===== src/rtl/dac_spi_pkg.sv =====
package dac_spi_pkg;
  localparam int FRAME_W = 24;
  localparam int DATA_W  = 16;
  localparam int ADDR_W  = 5;
  localparam int NCH     = 4;
  localparam int CREG_W  = 13;
  localparam int SUB_W   = 3;
  localparam int CNT_W   = $clog2(FRAME_W + 2);

  localparam logic [SUB_W-1:0] SUB_SLEW = 3'd0;
  localparam logic [SUB_W-1:0] SUB_MAIN = 3'd1;
  localparam logic [SUB_W-1:0] SUB_CTL  = 3'd2;
  localparam logic [SUB_W-1:0] SUB_BOOST = 3'd3;

  // address group = addr[4:2]
  localparam logic [2:0] WG_DATA = 3'b000;
  localparam logic [2:0] WG_GAIN = 3'b010;
  localparam logic [2:0] WG_OFFS = 3'b100;
  localparam logic [2:0] WG_CLR  = 3'b101;
  localparam logic [2:0] WG_CTRL = 3'b111;

  localparam logic [2:0] RG_DATA = 3'b000;
  localparam logic [2:0] RG_CTL  = 3'b001;
  localparam logic [2:0] RG_GAIN = 3'b010;
  localparam logic [2:0] RG_OFFS = 3'b011;
  localparam logic [2:0] RG_CLR  = 3'b100;
  localparam logic [2:0] RG_SLEW = 3'b101;
  localparam logic [2:0] RG_GLB  = 3'b110;

  typedef struct packed {
    logic              rd;
    logic [1:0]        rsv;
    logic [ADDR_W-1:0] addr;
    logic [DATA_W-1:0] data;
  } frame_t;
endpackage


===== src/rtl/spi_frame_rx.sv =====
module spi_frame_rx
  import dac_spi_pkg::*;
(
  input  logic               clk_i,
  input  logic               rst_ni,
  input  logic               sclk_i,
  input  logic               cs_ni,
  input  logic               mosi_i,
  input  logic [DATA_W-1:0]  tx_word_i,
  output logic               frm_vld_o,
  output logic [FRAME_W-1:0] frm_o,
  output logic               miso_o,
  output logic               miso_oe_o
);
  localparam int NSYNC = 3;
  localparam logic [NSYNC-1:0] SYNC_RST = 3'b010; // {sclk, cs, mosi}

  logic [NSYNC-1:0] sync1_q, sync2_q, prev_q;
  logic [FRAME_W-1:0] rx_sr_q, tx_sr_q;
  logic [CNT_W-1:0]   bit_cnt_q;
  logic               vld_q;

  always_ff @(posedge clk_i or negedge rst_ni) begin
    if (!rst_ni) begin
      sync1_q <= SYNC_RST;
      sync2_q <= SYNC_RST;
      prev_q  <= SYNC_RST;
    end else begin
      sync1_q <= {sclk_i, cs_ni, mosi_i};
      sync2_q <= sync1_q;
      prev_q  <= sync2_q;
    end
  end

  logic sel, sclk_rise, sclk_fall, cs_fall, cs_rise;
  assign sel       = ~sync2_q[1];
  assign sclk_rise = sync2_q[2] & ~prev_q[2];
  assign sclk_fall = ~sync2_q[2] & prev_q[2];
  assign cs_fall   = ~sync2_q[1] & prev_q[1];
  assign cs_rise   = sync2_q[1] & ~prev_q[1];

  always_ff @(posedge clk_i or negedge rst_ni) begin
    if (!rst_ni) begin
      rx_sr_q   <= '0;
      bit_cnt_q <= '0;
    end else if (cs_fall) begin
      bit_cnt_q <= '0;
    end else if (sel && sclk_rise) begin
      rx_sr_q <= {rx_sr_q[FRAME_W-2:0], sync2_q[0]};
      if (bit_cnt_q != '1) bit_cnt_q <= bit_cnt_q + 1'b1;
    end
  end

  always_ff @(posedge clk_i or negedge rst_ni) begin
    if (!rst_ni) begin
      tx_sr_q <= '0;
    end else if (cs_fall) begin
      tx_sr_q <= {{(FRAME_W-DATA_W){1'b0}}, tx_word_i};
    end else if (sel && sclk_fall) begin
      tx_sr_q <= {tx_sr_q[FRAME_W-2:0], 1'b0};
    end
  end

  always_ff @(posedge clk_i or negedge rst_ni) begin
    if (!rst_ni) vld_q <= 1'b0;
    else         vld_q <= cs_rise && (bit_cnt_q == CNT_W'(FRAME_W));
  end

  assign frm_vld_o = vld_q;
  assign frm_o     = rx_sr_q;
  assign miso_o    = sel & tx_sr_q[FRAME_W-1];
  assign miso_oe_o = sel;

  AST_CNT_CLEAR: assert property (@(posedge clk_i) disable iff (!rst_ni)
    cs_fall |=> bit_cnt_q == '0);
  AST_VLD_PULSE: assert property (@(posedge clk_i) disable iff (!rst_ni)
    frm_vld_o |=> !frm_vld_o);
  AST_VLD_DESEL: assert property (@(posedge clk_i) disable iff (!rst_ni)
    frm_vld_o |-> !miso_oe_o && !miso_o);
endmodule


===== src/rtl/dac_reg_file.sv =====
module dac_reg_file
  import dac_spi_pkg::*;
(
  input  logic                  clk_i,
  input  logic                  rst_ni,
  input  logic                  frm_vld_i,
  input  frame_t                frm_i,
  input  logic [DATA_W-1:0]     status_i,
  output logic [DATA_W-1:0]     rd_word_o,
  output logic [NCH*DATA_W-1:0] dac_data_o,
  output logic [NCH*CREG_W-1:0] dac_ctrl_o
);
  localparam int CH_W = $clog2(NCH);

  logic [DATA_W-1:0] data_q [NCH];
  logic [DATA_W-1:0] gain_q [NCH];
  logic [DATA_W-1:0] offs_q [NCH];
  logic [DATA_W-1:0] clr_q  [NCH];
  logic [CREG_W-1:0] slew_q [NCH];
  logic [CREG_W-1:0] ctl_q  [NCH];
  logic [CREG_W-1:0] main_q, boost_q;
  logic              rd_pend_q;
  logic [ADDR_W-1:0] rd_addr_q;

  logic              wr;
  logic [CH_W-1:0]   wch;
  logic [2:0]        wgrp;
  logic [SUB_W-1:0]  sub;
  logic [CREG_W-1:0] cval;
  logic              unused_rsv;

  assign wr   = frm_vld_i & ~frm_i.rd;
  assign wch  = frm_i.addr[CH_W-1:0];
  assign wgrp = frm_i.addr[ADDR_W-1:CH_W];
  assign sub  = frm_i.data[DATA_W-1 -: SUB_W];
  assign cval = frm_i.data[CREG_W-1:0];
  assign unused_rsv = ^frm_i.rsv;

  for (genvar g = 0; g < NCH; g++) begin : g_ch
    logic hit;
    assign hit = wr && (wch == CH_W'(g));
    always_ff @(posedge clk_i or negedge rst_ni) begin
      if (!rst_ni) begin
        data_q[g] <= '0;
        gain_q[g] <= '0;
        offs_q[g] <= '0;
        clr_q[g]  <= '0;
        slew_q[g] <= '0;
        ctl_q[g]  <= '0;
      end else if (hit) begin
        case (wgrp)
          WG_DATA: data_q[g] <= frm_i.data;
          WG_GAIN: gain_q[g] <= frm_i.data;
          WG_OFFS: offs_q[g] <= frm_i.data;
          WG_CLR:  clr_q[g]  <= frm_i.data;
          WG_CTRL: begin
            if (sub == SUB_SLEW) slew_q[g] <= cval;
            if (sub == SUB_CTL)  ctl_q[g]  <= cval;
          end
          default: ;
        endcase
      end
    end
    assign dac_data_o[g*DATA_W +: DATA_W] = data_q[g];
    assign dac_ctrl_o[g*CREG_W +: CREG_W] = ctl_q[g];
  end

  always_ff @(posedge clk_i or negedge rst_ni) begin
    if (!rst_ni) begin
      main_q  <= '0;
      boost_q <= '0;
    end else if (wr && wgrp == WG_CTRL) begin
      if (sub == SUB_MAIN)  main_q  <= cval;
      if (sub == SUB_BOOST) boost_q <= cval;
    end
  end

  // read request is served by the next valid frame
  always_ff @(posedge clk_i or negedge rst_ni) begin
    if (!rst_ni) begin
      rd_pend_q <= 1'b0;
      rd_addr_q <= '0;
    end else if (frm_vld_i) begin
      rd_pend_q <= frm_i.rd;
      rd_addr_q <= frm_i.addr;
    end
  end

  logic [CH_W-1:0]   rch;
  logic [2:0]        rgrp;
  logic [DATA_W-1:0] rd_mux;
  assign rch  = rd_addr_q[CH_W-1:0];
  assign rgrp = rd_addr_q[ADDR_W-1:CH_W];

  always_comb begin
    rd_mux = '0;
    case (rgrp)
      RG_DATA: rd_mux = data_q[rch];
      RG_CTL:  rd_mux = DATA_W'(ctl_q[rch]);
      RG_GAIN: rd_mux = gain_q[rch];
      RG_OFFS: rd_mux = offs_q[rch];
      RG_CLR:  rd_mux = clr_q[rch];
      RG_SLEW: rd_mux = DATA_W'(slew_q[rch]);
      RG_GLB: begin
        case (rch)
          2'd0:    rd_mux = status_i;
          2'd1:    rd_mux = DATA_W'(main_q);
          2'd2:    rd_mux = DATA_W'(boost_q);
          default: rd_mux = '0;
        endcase
      end
      default: rd_mux = '0;
    endcase
  end

  assign rd_word_o = rd_pend_q ? rd_mux : '0;

  AST_DATA_HOLD: assert property (@(posedge clk_i) disable iff (!rst_ni)
    !frm_vld_i |=> $stable(dac_data_o));
  AST_PEND_SRC: assert property (@(posedge clk_i) disable iff (!rst_ni)
    $rose(rd_pend_q) |-> $past(frm_vld_i && frm_i.rd));
  AST_PEND_CLR: assert property (@(posedge clk_i) disable iff (!rst_ni)
    (frm_vld_i && !frm_i.rd) |=> rd_word_o == '0);
  AST_SUB_IGNORE: assert property (@(posedge clk_i) disable iff (!rst_ni)
    (frm_vld_i && frm_i.data[DATA_W-1]) |=> $stable(dac_ctrl_o));
  AST_RD_NO_WRITE: assert property (@(posedge clk_i) disable iff (!rst_ni)
    (frm_vld_i && frm_i.rd) |=> $stable(dac_data_o));
endmodule


===== src/rtl/dac_spi_regif.sv =====
module dac_spi_regif
  import dac_spi_pkg::*;
(
  input  logic                  clk_i,
  input  logic                  rst_ni,
  input  logic                  sclk_i,
  input  logic                  cs_ni,
  input  logic                  mosi_i,
  output logic                  miso_o,
  output logic                  miso_oe_o,
  input  logic [DATA_W-1:0]     status_i,
  output logic [NCH*DATA_W-1:0] dac_data_o,
  output logic [NCH*CREG_W-1:0] dac_ctrl_o
);
  logic               frm_vld;
  logic [FRAME_W-1:0] frm_raw;
  logic [DATA_W-1:0]  rd_word;
  frame_t             frm;

  assign frm = frame_t'(frm_raw);

  spi_frame_rx u_rx (
    .clk_i     (clk_i),
    .rst_ni    (rst_ni),
    .sclk_i    (sclk_i),
    .cs_ni     (cs_ni),
    .mosi_i    (mosi_i),
    .tx_word_i (rd_word),
    .frm_vld_o (frm_vld),
    .frm_o     (frm_raw),
    .miso_o    (miso_o),
    .miso_oe_o (miso_oe_o)
  );

  dac_reg_file u_regs (
    .clk_i      (clk_i),
    .rst_ni     (rst_ni),
    .frm_vld_i  (frm_vld),
    .frm_i      (frm),
    .status_i   (status_i),
    .rd_word_o  (rd_word),
    .dac_data_o (dac_data_o),
    .dac_ctrl_o (dac_ctrl_o)
  );
endmodule


===== config.mk =====
export PLATFORM = sky130hd
export DESIGN_NAME = dac_spi_regif
export DESIGN_NICKNAME = d
export VERILOG_FILES = /design/src/rtl/dac_spi_pkg.sv /design/src/rtl/spi_frame_rx.sv /design/src/rtl/dac_reg_file.sv /design/src/rtl/dac_spi_regif.sv
export SDC_FILE = /design/constraint.sdc
export NUM_CORES = 1
export LEC_CHECK = 0
export BUFFER_PORTS_ARGS = -buffer_cell sky130_fd_sc_hd__buf_4
export CELL_PAD_IN_SITES_DETAIL_PLACEMENT = 1
export CELL_PAD_IN_SITES_GLOBAL_PLACEMENT = 2
export CORE_MARGIN = 4
export CORE_UTILIZATION = 35
export CTS_CLUSTER_DIAMETER = 40
export DETAILED_ROUTE_END_ITERATION = 10
export PLACE_DENSITY = 0.63
export SLEW_MARGIN = 15
export SYNTH_ARGS = -nofsm -noshare
export SYNTH_HDL_FRONTEND = slang
export SYNTH_HIERARCHICAL = 1
export SYNTH_SLANG_ARGS = --single-unit

===== constraint.sdc =====
create_clock -name clk_i -period 4 [get_ports clk_i]
set_clock_uncertainty 0.15 [all_clocks]
set_input_delay 0.2 -clock clk_i [delete_from_list [all_inputs] [get_ports clk_i]]
set_output_delay 0.2 -clock clk_i [all_outputs]
set_load 0.005 [all_outputs]

==> Yosys cells after proc, flatten, opt, wreduce, memory -nomap -nowiden <==
Index checks and enable logic that the tools add are counted.
{ "word_totals": {"n_memories": 0, "latch_bits": 0, "ram_bits": 0, "rom_bits": 0, "output_inout_bits": 118, "regBits": 455, "in_bits": 21} }
{ "classes": {"n_eq_ne": 20, "muxes": 26, "add_sub_neg": 1, "magnitude_cmp": 1, "n_reduce_logical": 44, "div": 0, "shifts": 0, "bitwise_logic": 13, "multipliers": 0} }
{ "ops": {"columns": ["cell", "count"], "rows": [
  ["$mux 16", 9],
  ["$bmux 16 s2", 4],
  ["$pmux 16 s7", 1],
  ["$bmux 13 s2", 2],
  ["$mux 13", 4],
  ["$mux 24", 2],
  ["$pmux 16 s3", 1],
  ["$reduce_and 2->1", 20],
  ["$reduce_and 3->1", 8],
  ["$eq 3x3->1 const B", 6],
  ["$eq 3x2->1 const B", 5],
  ["$mux 5", 3],
  ["$logic_not 3->1", 3],
  ["$logic_and 1x1->1", 8],
  ["$and 1x1->1", 6],
  ["$eq 2x2->1 const B", 3],
  ["$eq 3x1->1 const B", 2],
  ["$not 1->1", 6],
  ["$reduce_bool 2->1", 3],
  ["$add 5x1->5 const B", 1],
  ["$eq 5x5->1 const B", 1],
  ["$ne 5x5->1 const B", 1],
  ["$eq 2x1->1 const B", 2],
  ["$logic_not 2->1", 2],
  ["2 further kinds", 2]
]} }

==> Depth between registers and ports, before layout <==
Gate-level depths: netlist of run 1.
{ "depth": {"word_depth": 7, "depth_mapped": 10} }

==> Modules after synthesis <==
The synthesis of run 1 kept the hierarchy.
{ "modules_own_cells": {"columns": ["module", "instances", "cells_each", "area_each_um2"], "rows": [
  ["dac_reg_file", 1, 1264, 18016.0],
  ["spi_frame_rx", 1, 194, 2544.9]
]} }

==> Worst setup path after synthesis of run 1 <==
No wires, ideal clock.
{ "synth_path": {"path_kind": "register to register", "from": "reg u_regs.rd_addr_q[0]", "to": "reg u_rx.tx_sr_q[11]", "n_path_buf": 2, "stages_incl_launch_ff": 8, "t_required_ns": 3.720, "slack_ns": 1.767, "period_less_slack_ns": 2.233, "arrival_time_ns": 1.953, "path_cell_list": "dfrtp_1 > buf_4 > buf_2 > mux4_2 > a211oi_1 > a31oi_1 > a22oi_1 > o21ai_0"} }
{ "synth_via": {"elab_chain_cells": 7, "elab_cells_between_ends": 26, "classes_between": "eq/ne: 2; mux: 22; bitwise: 1; reduce/logical: 1"} }
{ "synth_lines": {"columns": ["element", "line_no", "rtl"], "rows": [
  ["start: declaration", "dac_reg_file.sv:23", "logic [ADDR_W-1:0] rd_addr_q;"],
  ["start signal: assignment", "dac_reg_file.sv:85", "rd_addr_q <= frm_i.addr;"],
  ["$not 2->3 (not written as such)", null, null],
  ["$bmux 13 s2 (tied with other cells)", "dac_reg_file.sv:103", "RG_SLEW: rd_mux = DATA_W'(slew_q[rch]);"],
  ["$mux 13 (not written as such) (tied with other cells) (2 in a row)", "dac_reg_file.sv:103", null],
  ["$pmux 16 s7 (*)", "dac_reg_file.sv:97", "case (rgrp)"],
  ["$mux 16 (*)", "dac_reg_file.sv:116", "assign rd_word_o = rd_pend_q ? rd_mux : '0;"],
  ["net rd_word[11]", "dac_spi_regif.sv:17", "logic [DATA_W-1:0] rd_word;"],
  ["$mux 24 (*)", "spi_frame_rx.sv:57", "end else if (cs_fall) begin"],
  ["end signal: assignment", "spi_frame_rx.sv:58", "tx_sr_q <= {{(FRAME_W-DATA_W){1'b0}}, tx_word_i};"],
  ["end signal: assignment", "spi_frame_rx.sv:60", "tx_sr_q <= {tx_sr_q[FRAME_W-2:0], 1'b0};"],
  ["end: declaration", "spi_frame_rx.sv:19", "logic [FRAME_W-1:0] rx_sr_q, tx_sr_q;"]
]} }
Mark *: on every way through the listed nets, which the timed path passes. The rest lies on a longest branch. The select of a mux whose other input is x is not followed.
A chain may end at the register's enable or synchronous reset.

==> Worst setup path after layout of run 1 <==
{ "layout_path": {"from": "reg u_regs.rd_addr_q[4]", "to": "reg u_rx.tx_sr_q[11]"} }
{ "layout_via": {"elab_chain_cells": 4, "elab_cells_between_ends": 10, "classes_between": "eq/ne: 6; mux: 3; reduce/logical: 1"} }
{ "layout_lines": {"columns": ["element", "line_no"], "rows": [
  ["$eq 3x3->1 (tied with other cells)", "dac_reg_file.sv:97"],
  ["$pmux 16 s7 (*)", "dac_reg_file.sv:97"],
  ["$mux 16 (*)", "dac_reg_file.sv:116"],
  ["net rd_word[11]", "dac_spi_regif.sv:17"],
  ["$mux 24 (*)", "spi_frame_rx.sv:57"]
]} }
Mark *: on every way through the listed nets, which the timed path passes. The rest lies on a longest branch.

==> results of run 1 <==
## power by group
group          switching, mW  leakage [nW]  internal, mW  total, mW
clock network           2.57          1.43          4.81       7.38
logic                  0.176          4.11        0.0748      0.251
registers              0.177          6.31          4.63       4.80
## stage by stage
step / power [mW] / hold slack, ns / worst slack (ns)
after floorplan: 4.88 / -0.246 / 1.77
after global placement: 5.13 / 0.159 / 0.649
final: 12.4 / 0.0381 / 0.763
after CTS: 12.6 / 0.0197 / 0.726
after detailed placement: 5.14 / 0.160 / 0.725
after global routing: 12.8 / 0.0691 / 0.448
## placed cells by master, fill, tap and decap left out, drive strengths merged, types with 3 or more instances in the layout
cell and instances:
nor4 11, bufinv 11, mux4 28, nand2b 3, nor2b 4, a221oi 4, dfrtp 451, a22oi 16
or4b 3, nand4bb 5, a211oi 14, a21oi 4, ha 3, o22ai 62, dlygate4sd3 4, nor3 3
a31oi 13, clkinv 21, buf 212, inv 30, nor2 38, nor4b 3, nand2 35, clkinvlp 8
dfstp 3, nand4 3, nand3b 5, clkbuf 102, mux2i 149, o21ai 19, mux2 417, nor3b 7
## metal layers
layer,track usage [%],part of all wire (%)
met1,30.3,46
met2,35.8,48
met3,3.70,3.6
met4,4.77,1.7
met5,0,0
## worst register-to-register path: stages (launching register included)
cell and delay (ns):
dfrtp_1 0.71, nand4bb_1 0.81, o22ai_1 0.21, nor4_1 0.75
a31oi_1 0.18, a22oi_1 0.19, o21ai_0 0.10
## state kept, by name, indices dropped and copies added, names as in the netlist, 2 cells and up
signal and cells:
u_regs/boost_q 13, u_regs/rd_addr_q 5, u_rx/bit_cnt_q 5, u_rx/prev_q 2, u_regs/main_q 13, u_regs/dac_ctrl_o 52
u_regs/slew_q 52, u_rx/sync2_q 3, u_rx/sync1_q 3, u_regs/gain_q 64, u_regs/offs_q 64, u_regs/dac_data_o 64
u_rx/frm_o 24, u_rx/tx_sr_q 24, u_regs/clr_q 64
## path summary, 6_finish.rpt
path,start,end,slack (ns),cells past startpoint
setup / recovery,u_regs/rd_addr_q[4],u_rx/tx_sr_q[11],0.76,6
hold / removal,status_i[13],u_rx/tx_sr_q[13],0.04,5
setup reg to reg,u_regs/rd_addr_q[4],u_rx/tx_sr_q[11],0.76,6
hold reg to reg,u_rx/sync1_q[2],u_rx/sync2_q[2],0.19,0
max in group asynchronous,rst_ni,u_regs/dac_data_o[8],2.48,3
min in group asynchronous,rst_ni,u_regs/dac_data_o[3],0.06,2
## final cells by class
cell class / instances / area (sq um)
Sequential cell: 454 / 11400
Clock buffer: 102 / 2270
Clock inverter: 50 / 683
Multi-Input combinational cell: 868 / 8560
Tap cell: 765 / 957
Inverter: 20 / 75.1
Timing Repair Buffer: 216 / 1730
Fill cell: 5884 / 32300
## logic make-up after synthesis
group           Yosys count  share of synthesized area [%]
mux                     594                           33.2
simple gates            134                           3.98
xor+xnor                  1                         0.0426
flops                   454                           55.3
compound gates          136                           4.27
buf+inv                 136                           3.10
fa+ha+maj                 3                          0.183
==> metrics.md, run 1 <==
| Metric | Value |
|---|---|
| CTS clk-pin slew, worst paths | `0.05 ns` |
| Arrival time at the worst endpoint | `3.56 ns` |
| Top post-synthesis cells by count | `dfrtp_1, mux2_2, mux2i_1, o22ai_1, clkbuf_1` |
| Seq cells post-synth | `454` |
| Sequential fraction of the synthesis area | `55.3%` |
| IO Port Bufs | `138` |
| Cell count after synthesis | `1458` |
| DP Area | `22700 sq um` |
| Area grow syn2layout | `24.7%` |
| Most common cell in the netlist | `dfrtp_1` |
| CP top delay family | `simple AND/OR/NAND/NOR gates` |
| Delay of the slowest critical-path stage | `0.81 ns` |
| Core area | `57900 sq um` |
| Routability cong. | `0.815` |
| Crit Path Category | `register to register` |
| Final HPWL DP | `46000 microns` |
| Maximum number of pins on one net before global-route repair | `102` |
| Initial DRC count | `603` |
| CTS tree | `yes` |
| Final setup viols | `0` |
| CTS Buf Count | `83` |
| Vias in the first global route | `14800` |
| Die area | `62700 sq um` |
| Ys flop type | `dfrtp_1` |
| GRT Util Overall | `21.7%` |
| Total Wirelength | `68100 microns` |
| Max-Cap Viols | `0` |
| CTS H-tree lvls | `3` |
| Grt ovf | `0` |
| Yosys warning total | `6` |
| Slew headroom | `19.5%` |
| CP bufs+invs | `0` |
| Tmin final | `3.24 ns` |
| Final hold vios | `0` |
| # nets final | `1667` |
| CP endpoint kind | `register` |
| Rows | `88` |
| Worst path required time | `4.33 ns` |
| RSZ-0062 raised after global routing | `false` |
| Die W | `250 microns` |
| Clock Path Buffers | `3` |
| Global-route wire length before repair | `103000 microns` |
| DR WL/cell | `27.5 microns` |
| Slowest stage cell, crit path | `nand4bb_1` |
| Routed Antenna Nets | `0` |
| Clk Latency, worst-skew pair | `0.63 ns` |
| Die height | `250 microns` |
| Maximum vdd drop | `0.000334 V` |
| Final period utilization | `80.9%` |
| Max Fclk | `309 MHz` |
| Clock root cell | `clkbuf_16` |
| Post-synth EDFFs | `0` |
| Outcome | `completed` |
| Worst Tran Pin Value | `1.21 ns` |
| Initial antenna violation count | `0` |
| Fraction of layout cells with a size suffix above 1 | `48.4%` |
| Total number of vias | `13400` |
| Via-per-instance ratio | `5.41` |
| HP Class | `primary input to register` |
| Async set or reset register ratio after synthesis | `100%` |
| Leakage power | `11.8 nW` |
| Drt pass-1 iters | `5` |
| Synthesized cell area | `20600 sq um` |
| Mean Syn Cell Area | `14.1 sq um` |
| Area fraction of the dominant cell type after synthesis | `54.9%` |
| Final std cells w/o fill | `2475` |
| Netlist cell types | `50` |
| Area leader, netlist | `dfrtp_1` |
| Util after Layout | `44.3%` |
| Final Cell Area | `25600 sq um` |
| Main area contributors after synthesis | `dfrtp_1, mux2_2, mux2i_1, mux4_2, o22ai_1` |
| Syn Nets | `1482` |
| PwrDens | `485 nW/um^2` |
| Post CTS Setup Buffer Count | `0` |
| Max Slew Vio Count | `0` |
| Crit-path cells | `nand4bb_1 > o22ai_1 > nor4_1 > a31oi_1 > a22oi_1 > o21ai_0` |
| Starting density of the core | `35.5%` |
| CP startpoint kind | `register` |
| CTS resizes | `0` |
| Placed insts | `2319` |
| Clock sinks | `454` |
| IO Pins | `139` |
| Critical Path Fanout Max | `21` |
| Hold buffer count at CTS | `4` |
| ANT cells | `0` |
| Post-route DRC | `0` |
| Total negative setup slack | `0 ns` |
No activity file was read; power rests on OpenSTA's default activity.
==> run 2: changes to the inputs <==
--- a/config.mk
+++ b/config.mk
@@ -5,6 +5,7 @@
 export SDC_FILE = /design/constraint.sdc
 export NUM_CORES = 1
 export LEC_CHECK = 0
+export ABC_AREA = 1
 export BUFFER_PORTS_ARGS = -buffer_cell sky130_fd_sc_hd__buf_4
 export CELL_PAD_IN_SITES_DETAIL_PLACEMENT = 1
 export CELL_PAD_IN_SITES_GLOBAL_PLACEMENT = 2
@@ -12,7 +13,7 @@
 export CORE_UTILIZATION = 35
 export CTS_CLUSTER_DIAMETER = 40
 export DETAILED_ROUTE_END_ITERATION = 10
-export PLACE_DENSITY = 0.63
+export PLACE_DENSITY = 0.75
 export SLEW_MARGIN = 15
 export SYNTH_ARGS = -nofsm -noshare
 export SYNTH_HDL_FRONTEND = slang
==> constraint.sdc (replaced) <==
create_clock -name clk_i -period 3.2 [get_ports clk_i]
set_clock_uncertainty 0.15 [all_clocks]
set_input_delay 0.16 -clock clk_i [delete_from_list [all_inputs] [get_ports clk_i]]
set_output_delay 0.16 -clock clk_i [all_outputs]
set_load 0.005 [all_outputs]
==> run 2 against run 1 <==
- flip-flop and latch count did not move
- power increased by 34%
- routed wire length up 20%
- synthesized area is 1.2% higher
- non-clock buffer count increased by 5
- worst setup slack got worse by 0.23 ns
- critical endpoint is now u_regs/dac_data_o[26]
- cell count is 48% higher
- hold slack worse by 0.012 ns
- first-iteration DRC count rose to 2.7 times the previous value
- combinational power rose to 4.7 times the previous value
==> metrics.md, run 2 <==
| Metric | Value |
|---|---|
| Outcome | `completed` |
| Area leader, netlist | `dfrtp_1` |
| Total Wirelength | `81400 microns` |
| Rows | `89` |
| RR Startpoint | `u_rx/frm_vld_o` |
| Util after Layout | `44.0%` |
| Ys flop type | `dfrtp_1` |
| Drt pass-1 iters | `7` |
| Worst Tran Pin Value | `1.03 ns` |
| Mean Syn Cell Area | `7.75 sq um` |
| Syn Nets | `2711` |
| Overall Power | `16.7 mW` |
| Core area | `58900 sq um` |
| Multi-input logic area | `8480 sq um` |
| Post-synth EDFFs | `0` |
| Final period utilization | `83.2%` |
| Main area contributors after synthesis | `dfrtp_1, nand2_1, o21ai_0, nand3_1, clkbuf_1` |
| Worst path required time | `3.55 ns` |
| Grt ovf | `0` |
| GRT Util Overall | `25.6%` |
| Via-per-instance ratio | `5.14` |
| Die area | `63400 sq um` |
| Most common cell after layout, fill and taps aside | `nand2_1` |
| Fillers | `7023` |
| Clk Latency, worst-skew pair | `0.62 ns` |
| Global-route wire length before repair | `124000 microns` |
| Die height | `252 microns` |
| Register area | `11400 sq um` |
| Synthesized cell area | `20800 sq um` |
| PwrDens | `643 nW/um^2` |
| RSZ-0062 raised after global routing | `false` |
| CTS Buf Count | `87` |
| Area fraction of the dominant cell type after synthesis | `54.2%` |
| Max Slew Vio Count | `0` |
| Starting density of the core | `35.3%` |
| Final hold vios | `0` |
| CP startpoint kind | `register` |
| Pre-CTS setup slack | `0.648 ns` |
| Maximum number of pins on one net before global-route repair | `80` |
| IO Pins | `139` |
| Commonest non-fill, non-tap cells in the layout | `nand2_1, dfrtp_1, o21ai_0` |
| HP Class | `primary input to asynchronous set/reset pin` |
| CTS tree | `yes` |
| Post CTS Setup Buffer Count | `0` |
| CTS H-tree lvls | `3` |
| Clock sinks | `454` |
| Tmin final | `2.66 ns` |
| Async set or reset register ratio after synthesis | `100%` |
| Most common cell in the netlist | `nand2_1` |
| CTS clk-pin slew, worst paths | `0.05 ns` |
| Seq cells post-synth | `454` |
| Worst Setup SP | `u_rx/frm_vld_o` |
| Max-Cap Viols | `0` |
| # nets final | `2846` |
| Cell count after synthesis | `2687` |
| Routed Antenna Nets | `0` |
| Post-route DRC | `0` |
| Yosys warning total | `6` |
| Fraction of layout cells with a size suffix above 1 | `14.2%` |
| Clock Path Buffers | `3` |
| Final HPWL DP | `53000 microns` |
| DR WL/cell | `22.2 microns` |
| Vias in the first global route | `19400` |
| Max Fclk | `375 MHz` |
| Critical Path Fanout Max | `33` |
| Worst setup margin | `0.536 ns` |
| Clock root cell | `clkbuf_16` |
| CTS resizes | `0` |
| CP endpoint kind | `register` |
| Routability cong. | `0.852` |
| IO Port Bufs | `138` |
| Maximum vdd drop | `0.000446 V` |
| Total negative setup slack | `0 ns` |
| Netlist cell types | `28` |
| Slew headroom | `31.3%` |
| Initial DRC count | `1624` |
| Die W | `252 microns` |
| Arrival time at the worst endpoint | `3.01 ns` |
| Final setup viols | `0` |
| Total number of vias | `18800` |
| Area grow syn2layout | `24.6%` |
| Top post-synthesis cells by count | `nand2_1, dfrtp_1, o21ai_0, clkbuf_1, nand3_1` |
| Crit Path Category | `register to register` |
| Sequential fraction of the synthesis area | `54.6%` |
| Leakage power | `12.9 nW` |
| Initial antenna violation count | `2` |
-- run 2: metal layers --
metal / vias up / track usage (%) / part of all wire (%)
met5: - / 0 / 0
met2: 447 / 39.8 / 45
met1: 9457 / 37.2 / 47
li1: 8823 / - / -
met4: 0 / 6.49 / 2.3
met3: 118 / 4.87 / 5.7
-- run 2: cell type report --
| class | count | share of cell area (%) |
|---|---|---|
| diodes | 1 | 0.00965 |
| repair buffers | 221 | 7.22 |
| multi-input cells | 2006 | 32.7 |
| flip-flops and latches | 454 | 43.9 |
| clock inverters | 49 | 2.41 |
| clock buffers | 112 | 9.31 |
| well taps | 773 | 3.73 |
| inverters | 52 | 0.772 |
-- run 2: path summary, 6_finish.rpt --
check                                        end  slack, ns  cells after the start
max                        u_regs/dac_data_o[26]       0.54                      4
min                         u_regs/dac_ctrl_o[2]       0.03                      2
max reg2reg                u_regs/dac_data_o[26]       0.54                      4
min reg2reg                      u_rx/sync2_q[0]       0.20                      0
max in group asynchronous  u_regs/dac_data_o[59]       2.00                      3
min in group clk_i               u_rx/sync1_q[0]       0.04                      2
-- run 2: critical path, stage by stage, from the launching register on --
cell	delay (ns)
dfrtp_1	0.58
nand2_2	0.18
nor3_4	0.53
nand2_2	0.66
o21ai_0	0.43
-- run 2: what timing repair did --
item | 4_1_cts | 5_1_grt
hold buffers | 7 | 0
endpoints found under the hold margin | 180 | 0
setup endpoints to repair | 0 | 0
-- run 2: cells by family after synthesis --
group / Yosys count / share of synthesized area, %
AOI/OAI and AO/OA: 435 / 10.5
adders and majority gates: 3 / 0.180
buffers and inverters: 227 / 4.68
and+or+nand+nor: 1568 / 30.1
DFF: 454 / 54.6
-- run 2: power by group --
| part | internal, mW | total [mW] | switching (mW) |
|---|---|---|---|
| combinational | 0.206 | 1.19 | 0.983 |
| clock | 6.24 | 9.48 | 3.24 |
| sequential | 5.86 | 6.01 | 0.154 |
| total | 12.3 | 16.7 | 4.38 |
-- run 2: through the flow --
step | hold slack, ns | area [sq um] | std cells
after floorplan | -0.286 | 20800 | 2687
after global placement | 0.0994 | 22800 | 3499
after detailed placement | 0.105 | 22800 | 3499
after CTS | 0.00440 | 25900 | 3667
after global routing | 0.0344 | 25900 | 3667
final | 0.0260 | 25900 | 3668
==> run 3: changes to the inputs <==
==> constraint.sdc (replaced) <==
create_clock -name clk_i -period 2.7 [get_ports clk_i]
set_clock_uncertainty 0.15 [all_clocks]
set_input_delay 0.135 -clock clk_i [delete_from_list [all_inputs] [get_ports clk_i]]
set_output_delay 0.135 -clock clk_i [all_outputs]
set_load 0.005 [all_outputs]
==> run 3 against run 2 <==
- non-clock buffer count up 28
- combinational power up 22%
- sequential share of layout area down 0.90 points
==> metrics.md, run 3 (synthesized netlist as in run 2, its figures left out) <==
| Metric | Value |
|---|---|
| Outcome | `completed` |
| CP bufs+invs | `3` |
| Worst setup margin | `0.235 ns` |
| Most common cell after layout, fill and taps aside | `nand2_1` |
| Final setup viols | `0` |
| Leakage power | `13.1 nW` |
| Die area | `63400 sq um` |
| Vias in the first global route | `19400` |
| Total number of vias | `19000` |
| Die W | `252 microns` |
| CTS clk-pin slew, worst paths | `0.05 ns` |
| Internal reg-to-reg setup slack | `0.23 ns` |
| Final std cells w/o fill | `3704` |
| Pre-CTS setup slack | `0.264 ns` |
| RSZ-0062 raised after global routing | `false` |
| Tmin final | `2.47 ns` |
| Max Slew Vio Count | `0` |
| Slew headroom | `41.4%` |
| Hold Worst Slack | `0.0174 ns` |
| Placed insts | `3521` |
| CTS Buf Count | `92` |
| IO Port Bufs | `138` |
| Total Wirelength | `81300 microns` |
| Crit Path Category | `register to register` |
| Area grow syn2layout | `27.2%` |
| Fraction of layout cells with a size suffix above 1 | `15.3%` |
| Clock Path Buffers | `3` |
| DR WL/cell | `21.9 microns` |
| Final period utilization | `91.3%` |
| Arrival time at the worst endpoint | `2.88 ns` |
| Post CTS Setup Buffer Count | `0` |
| Commonest non-fill, non-tap cells in the layout | `nand2_1, dfrtp_1, o21ai_0` |
| Dominant cell type by count on the critical path | `nor2_1` |
| Post-route DRC | `0` |
| HP Class | `primary input to asynchronous set/reset pin` |
| CP startpoint kind | `register` |
| Crit-path cells | `inv_6 > buf_12 > buf_4 > nand3_1 > nand2_1 > nor2_1 > nor2_1 > nor2_1 > a21oi_1 > nand2_1 > nand3_1` |
| CTS tree | `yes` |
| Max-Cap Viols | `0` |
| Die height | `252 microns` |
| Clock root cell | `clkbuf_16` |
| Overall Power | `20.5 mW` |
| Clk Latency, worst-skew pair | `0.63 ns` |
| CP endpoint kind | `register` |
| Clock Power Share | `58.2%` |
| Final Cell Area | `26500 sq um` |
| Reg2Reg Capture Point | `u_rx/tx_sr_q[7]` |
| Final hold vios | `0` |
| PwrDens | `774 nW/um^2` |
| Internal Power | `15.0 mW` |
| Global-route wire length before repair | `124000 microns` |
| Fillers | `7024` |
| Comb pwr share | `7.1%` |
| Switching share of total power | `26.8%` |
| Sequential share of power | `34.7%` |
| Initial antenna violation count | `1` |
| Total negative setup slack | `0 ns` |
| Util after Layout | `44.9%` |
| Grt ovf | `0` |
| Clock sinks | `454` |
| Slowest stage cell, crit path | `dfrtp_4` |
| Worst path required time | `3.11 ns` |
| Routed Antenna Nets | `0` |
| Rows | `89` |
| Maximum number of pins on one net before global-route repair | `89` |
| Delay of the slowest critical-path stage | `0.54 ns` |
| Starting density of the core | `35.3%` |
| CP top delay family | `buffers and inverters` |
| Routability cong. | `0.860` |
| DP Area | `23100 sq um` |
| Via-per-instance ratio | `5.14` |
| # nets final | `2879` |
| Core area | `58900 sq um` |
| Cells on worst reg2reg path | `11` |
| CTS H-tree lvls | `3` |
| Net Sw Power | `5.49 mW` |
| ANT cells | `0` |
| Maximum vdd drop | `0.000541 V` |
| IO Pins | `139` |
| Initial DRC count | `1310` |
| RR Startpoint | `u_regs/rd_addr_q[0]` |
| Final HPWL DP | `53000 microns` |
| GRT Util Overall | `25.5%` |
| Critical Path Fanout Max | `27` |
| Max Fclk | `406 MHz` |
| Worst Tran Pin Value | `0.872 ns` |
| Drt pass-1 iters | `5` |
| CTS resizes | `0` |
## run 3: cell types whose count changed in the layout (fill, tap and decap cells not counted), moves of 2 or more
| cell | change |
|---|---|
| buf_12 | +6 |
| buf_4 | +16 |
| clkbuf_1 | -4 |
| clkbuf_16 | +5 |
| clkbuf_8 | -4 |
| clkinv_1 | -2 |
| clkinv_2 | -2 |
| clkinv_4 | -2 |
| clkinvlp_4 | +4 |
| dlygate4sd3_1 | +5 |
| inv_1 | +2 |
| inv_16 | +4 |
| inv_6 | +5 |
| inv_8 | +3 |
## run 3: final cells by class
type | count | area (sq um) | area share (%)
well taps | 773 | 967 | 3.65
multi-input cells | 2006 | 8480 | 32.0
clock inverters | 61 | 800 | 3.02
flip-flops and latches | 454 | 11400 | 42.9
inverters | 52 | 200 | 0.756
clock buffers | 109 | 2470 | 9.32
repair buffers | 249 | 2190 | 8.27
## run 3: power by group through the flow
stage / Clock [mW] / Sequential, mW / Combinational (mW)
2_1_floorplan: 0 / 7.17 / 0.536
3_3_place_gp: 0 / 7.22 / 1.40
3_5_place_dp: 0 / 7.22 / 1.43
4_1_cts: 12.2 / 7.11 / 1.47
5_1_grt: 12.5 / 7.13 / 1.55
6_report: 11.9 / 7.11 / 1.45
## run 3: how the worst max path moves through the flow
stage,depth (start not counted),from,to
final,11,u_regs/rd_addr_q[0],u_rx/tx_sr_q[7]
after global routing,11,u_regs/rd_addr_q[0],u_rx/tx_sr_q[12]
after CTS,11,u_regs/rd_addr_q[0],u_rx/tx_sr_q[9]
after detailed placement,11,u_regs/rd_addr_q[0],u_rx/tx_sr_q[9]
after global placement,11,u_regs/rd_addr_q[0],u_rx/tx_sr_q[6]
after floorplan,14,u_regs/rd_addr_q[0],u_rx/tx_sr_q[3]
## run 3: per-layer routing
| metal | global-route usage, % | wire (microns) | up-vias |
|---|---|---|---|
| met4 | 5.34 | 1540 | 0 |
| li1 | - | - | 8876 |
| met5 | 0 | 0 | - |
| met2 | 39.8 | 36900 | 444 |
| met3 | 4.38 | 4140 | 104 |
| met1 | 37.6 | 38700 | 9606 |
## run 3: repair_timing
action	CTS	global route
endpoints found under the hold margin	440	0
endpoints found under the setup margin	0	0
hold buffers	13	0
## run 3: tightest hold or removal path, cell delays in order
cell and delay, ns:
dlygate4sd3_1 0.57, buf_8 0.21, buf_4 0.23
